File: config.mk
export PLATFORM = sky130hd
export DESIGN_NAME = boot_loader
export DESIGN_NICKNAME = d
export VERILOG_FILES = /design/src/rtl/boot_pkg.sv /design/src/rtl/boot_mode_latch.sv /design/src/rtl/boot_fetch.sv /design/src/rtl/boot_packer.sv /design/src/rtl/boot_ctrl.sv /design/src/rtl/boot_loader.sv
export SDC_FILE = /design/constraint.sdc
export NUM_CORES = 1
export LEC_CHECK = 0
export CORE_MARGIN = 2
export CORE_UTILIZATION = 49
export DETAILED_ROUTE_END_ITERATION = 8
export PLACE_DENSITY_LB_ADDON = 0.12
export SLEW_MARGIN = 10
export SYNTH_ARGS = -nofsm -noshare
export SYNTH_HDL_FRONTEND = slang
export SYNTH_HIERARCHICAL = 1
export SYNTH_SLANG_ARGS = --single-unit
File: constraint.sdc
create_clock -name clk -period 2.6 [get_ports clk]
set_clock_uncertainty 0.1 [all_clocks]
set_input_delay 0.78 -clock clk [delete_from_list [all_inputs] [get_ports clk]]
set_output_delay 0.78 -clock clk [all_outputs]
set_load 0.05 [all_outputs]
File: src/rtl/boot_pkg.sv
package boot_pkg;

  typedef enum logic [1:0] {
    BOOT_NONE = 2'd0,
    BOOT_BYTE = 2'd1,
    BOOT_HOST = 2'd2
  } boot_kind_e;

  function automatic boot_kind_e decode_mode(input logic pc, input logic pb, input logic pa);
    if (!pa)
      return BOOT_BYTE;
    else if (pc && !pb)
      return BOOT_HOST;
    else
      return BOOT_NONE;
  endfunction

endpackage

File: src/rtl/boot_mode_latch.sv
module boot_mode_latch
  import boot_pkg::*;
(
  input  logic       clk,
  input  logic       rst,
  input  boot_kind_e pins_kind,
  output boot_kind_e kind
);

  always_ff @(posedge clk) begin
    if (rst)
      kind <= pins_kind;
  end

  // the latched mode never moves once reset is gone
  a_r2_mode_frozen: assert property (@(posedge clk) disable iff (rst)
    !$rose(rst) |=> $stable(kind));

endmodule

File: src/rtl/boot_fetch.sv
module boot_fetch #(
  parameter int ADDR_W = 14,
  parameter int TOTAL  = 96
) (
  input  logic              clk,
  input  logic              rst,
  input  logic              en,
  output logic              rd_en,
  output logic [ADDR_W-1:0] addr,
  output logic              rd_valid
);

  localparam int CNT_W = $clog2(TOTAL + 1);

  logic [CNT_W-1:0] issued;

  always_ff @(posedge clk) begin
    if (rst) begin
      rd_en    <= 1'b0;
      addr     <= '0;
      issued   <= '0;
      rd_valid <= 1'b0;
    end else begin
      rd_valid <= rd_en;
      if (en && issued < CNT_W'(TOTAL)) begin
        rd_en  <= 1'b1;
        addr   <= ADDR_W'(issued);
        issued <= issued + 1'b1;
      end else begin
        rd_en  <= 1'b0;
      end
    end
  end

  // back-to-back reads walk the address up by one
  a_r4_addr_step: assert property (@(posedge clk) disable iff (rst)
    (rd_en && $past(rd_en)) |-> addr == $past(addr) + 1'b1);

  // never more reads than the load needs
  a_r4_read_budget: assert property (@(posedge clk) disable iff (rst)
    rd_en |-> issued <= CNT_W'(TOTAL));

endmodule

File: src/rtl/boot_packer.sv
module boot_packer #(
  parameter int BYTE_W = 8,
  parameter int BPW    = 3
) (
  input  logic                  clk,
  input  logic                  rst,
  input  logic                  byte_valid,
  input  logic [BYTE_W-1:0]     byte_in,
  output logic                  word_valid,
  output logic [BYTE_W*BPW-1:0] word_out
);

  localparam int WORD_W = BYTE_W * BPW;
  localparam int IDX_W  = (BPW > 1) ? $clog2(BPW) : 1;

  logic [WORD_W-1:0] acc;
  logic [WORD_W-1:0] acc_next;
  logic [IDX_W-1:0]  idx;

  generate
    if (BPW > 1) begin : g_shift
      assign acc_next = {acc[WORD_W-BYTE_W-1:0], byte_in};
    end else begin : g_single
      assign acc_next = byte_in;
    end
  endgenerate

  always_ff @(posedge clk) begin
    if (rst) begin
      acc        <= '0;
      idx        <= '0;
      word_valid <= 1'b0;
      word_out   <= '0;
    end else begin
      word_valid <= 1'b0;
      if (byte_valid) begin
        acc <= acc_next;
        if (idx == IDX_W'(BPW - 1)) begin
          idx        <= '0;
          word_valid <= 1'b1;
          word_out   <= acc_next;
        end else begin
          idx <= idx + 1'b1;
        end
      end
    end
  end

  generate
    if (BPW > 1) begin : g_chk
      // a word needs several bytes, so writes never come back to back
      a_r5_word_spacing: assert property (@(posedge clk) disable iff (rst)
        word_valid |=> !word_valid);
    end
  endgenerate

endmodule

File: src/rtl/boot_ctrl.sv
module boot_ctrl
  import boot_pkg::*;
#(
  parameter int PM_AW     = 14,
  parameter int WORDS     = 32,
  parameter int PAGE_W    = 8,
  parameter int CNT_W     = $clog2(WORDS + 1)
) (
  input  logic              clk,
  input  logic              rst,
  input  boot_kind_e        pins_kind,
  input  boot_kind_e        kind,
  input  logic              word_valid,
  input  logic              host_we,
  input  logic [PM_AW-1:0]  host_addr,
  output logic [PM_AW-1:0]  int_addr,
  output logic [CNT_W-1:0]  count,
  output logic              hold,
  output logic              run,
  output logic              done,
  output logic              dir,
  output logic [PAGE_W-1:0] page,
  output logic [1:0]        xfer_type
);

  always_ff @(posedge clk) begin
    if (rst) begin
      count     <= (pins_kind == BOOT_BYTE) ? CNT_W'(WORDS) : '0;
      hold      <= (pins_kind != BOOT_NONE);
      int_addr  <= '0;
      run       <= 1'b0;
      done      <= 1'b0;
      dir       <= 1'b0;
      page      <= '0;
      xfer_type <= 2'd0;
    end else begin
      unique case (kind)
        BOOT_BYTE: begin
          if (word_valid && count != '0) begin
            int_addr <= int_addr + 1'b1;
            count    <= count - 1'b1;
            if (count == CNT_W'(1)) begin
              hold <= 1'b0;
              run  <= 1'b1;
              done <= 1'b1;
            end
          end
        end
        BOOT_HOST: begin
          if (hold && host_we && host_addr == '0) begin
            hold <= 1'b0;
            run  <= 1'b1;
            done <= 1'b1;
          end
        end
        default: begin
          hold <= 1'b0;
          run  <= 1'b1;
        end
      endcase
    end
  end

  // the count only ever steps down by one, after a word write
  a_r6_count_step: assert property (@(posedge clk) disable iff (rst)
    (count != $past(count)) |-> ($past(word_valid) && count == $past(count) - 1'b1));

  // the byte-mode release happens exactly when the count hits zero
  a_r7_release_at_zero: assert property (@(posedge clk) disable iff (rst)
    ($rose(run) && kind == BOOT_BYTE) |-> count == '0);

endmodule

File: src/rtl/boot_loader.sv
module boot_loader
  import boot_pkg::*;
#(
  parameter int BYTE_W = 8,
  parameter int BPW    = 3,
  parameter int WORDS  = 32,
  parameter int EXT_AW = 14,
  parameter int PM_AW  = 14,
  parameter int PAGE_W = 8,
  parameter int CNT_W  = $clog2(WORDS + 1)
) (
  input  logic                  clk,
  input  logic                  rst,
  input  logic                  mode_a,
  input  logic                  mode_b,
  input  logic                  mode_c,
  output logic                  bm_rd_en,
  output logic [EXT_AW-1:0]     bm_addr,
  input  logic [BYTE_W-1:0]     bm_rd_data,
  output logic                  pm_we,
  output logic [PM_AW-1:0]      pm_addr,
  output logic [BYTE_W*BPW-1:0] pm_wdata,
  input  logic                  host_we,
  input  logic [PM_AW-1:0]      host_addr,
  output logic                  run,
  output logic                  boot_done,
  output logic                  dma_dir,
  output logic [PAGE_W-1:0]     dma_page,
  output logic [1:0]            dma_type,
  output logic [CNT_W-1:0]      dma_count,
  output logic                  dma_hold
);

  localparam int TOTAL_BYTES = WORDS * BPW;

  boot_kind_e pins_kind;
  boot_kind_e kind;
  logic       rd_valid;

  assign pins_kind = decode_mode(mode_c, mode_b, mode_a);

  boot_mode_latch u_latch (
    .clk       (clk),
    .rst       (rst),
    .pins_kind (pins_kind),
    .kind      (kind)
  );

  boot_fetch #(.ADDR_W(EXT_AW), .TOTAL(TOTAL_BYTES)) u_fetch (
    .clk      (clk),
    .rst      (rst),
    .en       (kind == BOOT_BYTE),
    .rd_en    (bm_rd_en),
    .addr     (bm_addr),
    .rd_valid (rd_valid)
  );

  boot_packer #(.BYTE_W(BYTE_W), .BPW(BPW)) u_pack (
    .clk        (clk),
    .rst        (rst),
    .byte_valid (rd_valid),
    .byte_in    (bm_rd_data),
    .word_valid (pm_we),
    .word_out   (pm_wdata)
  );

  boot_ctrl #(.PM_AW(PM_AW), .WORDS(WORDS), .PAGE_W(PAGE_W), .CNT_W(CNT_W)) u_ctrl (
    .clk        (clk),
    .rst        (rst),
    .pins_kind  (pins_kind),
    .kind       (kind),
    .word_valid (pm_we),
    .host_we    (host_we),
    .host_addr  (host_addr),
    .int_addr   (pm_addr),
    .count      (dma_count),
    .hold       (dma_hold),
    .run        (run),
    .done       (boot_done),
    .dir        (dma_dir),
    .page       (dma_page),
    .xfer_type  (dma_type)
  );

  // running and holding are mutually exclusive
  a_r7_run_excludes_hold: assert property (@(posedge clk) disable iff (rst)
    run |-> !dma_hold);

  // run is sticky until reset
  a_r9_run_sticky: assert property (@(posedge clk) disable iff (rst)
    run |=> run);

  // host-mode release follows a host write to address 0
  a_r8_host_release: assert property (@(posedge clk) disable iff (rst)
    ($rose(run) && kind == BOOT_HOST) |-> $past(host_we && host_addr == '0));

  // no byte traffic in host mode
  a_r8_host_no_reads: assert property (@(posedge clk) disable iff (rst)
    (kind == BOOT_HOST) |-> !bm_rd_en);

  // program writes only come from byte-memory boot
  a_r1_writes_only_byte: assert property (@(posedge clk) disable iff (rst)
    pm_we |-> kind == BOOT_BYTE);

endmodule

==> run metrics <==
vias 2857; post-synth cell types 60; top-level port count 102; Avg WL per Cell 12.70 um; grt ovf 0; vias in the first global route 2569; post-synthesis cell count 386; total of max-cap violations 0; Hold Buf Count CTS 0; Period minus WS final 2530 ps; share of the synthesized area in the top cell type 39.05%; Routed WL 7266 um; Core Box Area 0.007647 mm2; fin crit share 97.32%; Fmax 0.3952 GHz; Post-Layout Cell Count 572; synth warn 6; fin worst setup slack 69.80 ps; Final Max Tran Viols 0; num rows 32; Synth Cell Area 0.003845 mm2; Final setup viols 0; Crit. Startpoint u_ctrl/count[4]; maximum fanout along the worst path 5; RePlAce Congestion 0.7600; global-route wire length before repair 11870 um; total negative slack 0 ps; number of placed cells counting well taps 556; initial drt markers 101; CP Buf/Inv Count 1; Clock Root Buffer clkbuf_8; HP Class reg -> reg; Worst EP arrival 1650 ps; Post-Syn Area per Cell 9.961 um2; Final HPWL DP 5041 um; antenna fix cells 0; slowest library cell on the worst path clkdlybuf4s50_1; Design Area, Final 0.004860 mm2; clk slew on worst S/H paths 70 ps; FFs w/ async S/R, synth 0%; outcome finished clean; Worst Max-Slew Pin Slew 713.8 ps; Synth Register Bits 84; Startpoint Class flip-flop; pwr/cell area 534.8 mW/mm2; ys flop type dfxtp_1; worst r2r src u_ctrl/count[0]; commonest non-fill, non-tap cell in the layout clkdlybuf4s50_1; top cells by area, synth dfxtp_1, mux2i_1, nand2b_1; Worst Hold Launch u_fetch/addr[3]; DIE AREA 0.008571 mm2; most frequent cells in the layout clkdlybuf4s50_1, dfxtp_1, nand2b_1; Antenna Nets Post-Route 0; antenna violations before repair 0; Post-synth EDFFs 9; fin util 63.55%; Final Hold Slack 361.2 ps; Synth area leader dfxtp_1; largest net degree at the start of global routing 86; H-tree depth 3; pre-CTS setup slack 348.2 ps; CTS Buffer Depth 2; crit-path leading delay family buffers and inverters; WS Path Type reg -> out; Nets 497; die height 92.58 um; Crit. End Element primary output; Pwr Total 2.599 mW; Placed Instance Area 0.004658 mm2; port bufs 83; cts bufs inserted 9; clock latency on the worst-skew pair 340 ps; CTS tree yes; worst path required time 1720 ps; Leakage 1.705 nW; Peak VDD IR 0.3115 mV; ratio of cells with drive above 1 in the final layout 7.660%; clock sink count 84; DR pass1 iterations 4; Rel. slew slack 52.41%; Final Hold Vio Count 0; DR vias/cell 4.995; DRC 0; register area share after synthesis 46.08%; GRT Util Overall 17.27%; die width 92.58 um; Starting Density 50.28%; CP max stage delay 850 ps; area grow syn2layout 26.39%; RSZ-0062 raised after global routing no; postcts setup bufs 0; worst-path cell chain clkdlybuf4s50_1
-- routing by layer --
metal	routed length, um	global-route usage [%]	share of wire [%]	up-vias
li1	-	-	-	1446
met2	3234	26.40	45	83
met1	3519	23.26	48	1318
met3	403	3.906	5.5	10
met5	0	0	0	-
met4	110	7.960	1.5	0
-- logic make-up (layout without fill, tap and decap cells) --
kind of cell / after synthesis / in the layout / share of synthesized area, %
AND/OR/NAND/NOR: 153 / 153 / 22.42
flip-flops: 84 / 84 / 46.08
buffers and inverters: 46 / 114 / 7.907
AO/OA/AOI/OAI: 44 / 44 / 8.396
multiplexers: 44 / 44 / 11.65
XOR/XNOR: 9 / 9 / 2.050
adder cells (fa/ha/maj): 4 / 4 / 1.302
other: 2 / 18 / 0.1953
-- cell type report --
cell class	count	area, um2
multi-input combinational	272	1829
fill	650	2788
tap	102	127.6
timing repair buffer	89	900.9
clock inverter	1	30.03
clock buffer	15	166.4
inverter	9	33.78
sequential	84	1772
-- registers in the layout, summed over array words and instances (netlist names), 2 cells and up --
register / cells
u_ctrl/count: 6
u_ctrl/int_addr: 14
u_fetch/addr: 7
u_fetch/issued: 7
u_latch/kind: 2
u_pack/acc: 16
u_pack/idx: 2
u_pack/word_out: 24
-- where the power goes --
part           internal [mW]  leakage [nW]  switching, mW
logic                  0.119         0.910          0.200
clock network          0.499        0.0979          0.418
registers               1.34         0.697         0.0260
-- cells in the mapped netlist (3+ instances only) --
| cell type | instances |
|---|---|
| nand2b_1 | 52 |
| a211oi_1 | 3 |
| mux2i_1 | 41 |
| dfxtp_1 | 75 |
| xnor2_1 | 7 |
| ha_1 | 4 |
| or3_2 | 4 |
| a21oi_1 | 18 |
| buf_6 | 3 |
| nor2_1 | 40 |
| inv_1 | 9 |
| buf_4 | 19 |
| nor4_1 | 3 |
| buf_2 | 3 |
| nand2_1 | 16 |
| clkbuf_1 | 9 |
| nor2b_1 | 7 |
| nand4_1 | 7 |
| edfxtp_1 | 9 |
| a31oi_1 | 3 |
| nor3_1 | 3 |
-- worst paths after layout --
kind         slack [ps]  cells after the start               to
max                  70                      1     dma_count[4]
min                 360                      2  u_fetch/addr[3]
max reg2reg         480                      6  u_ctrl/count[4]
min reg2reg         360                      2  u_fetch/addr[3]
-- timing repair --
item                                   CTS  global route
setup endpoints to repair                0             2
endpoints found under the hold margin    0             0
resized for setup                        0             2
No activity file was read; power rests on OpenSTA's default activity.
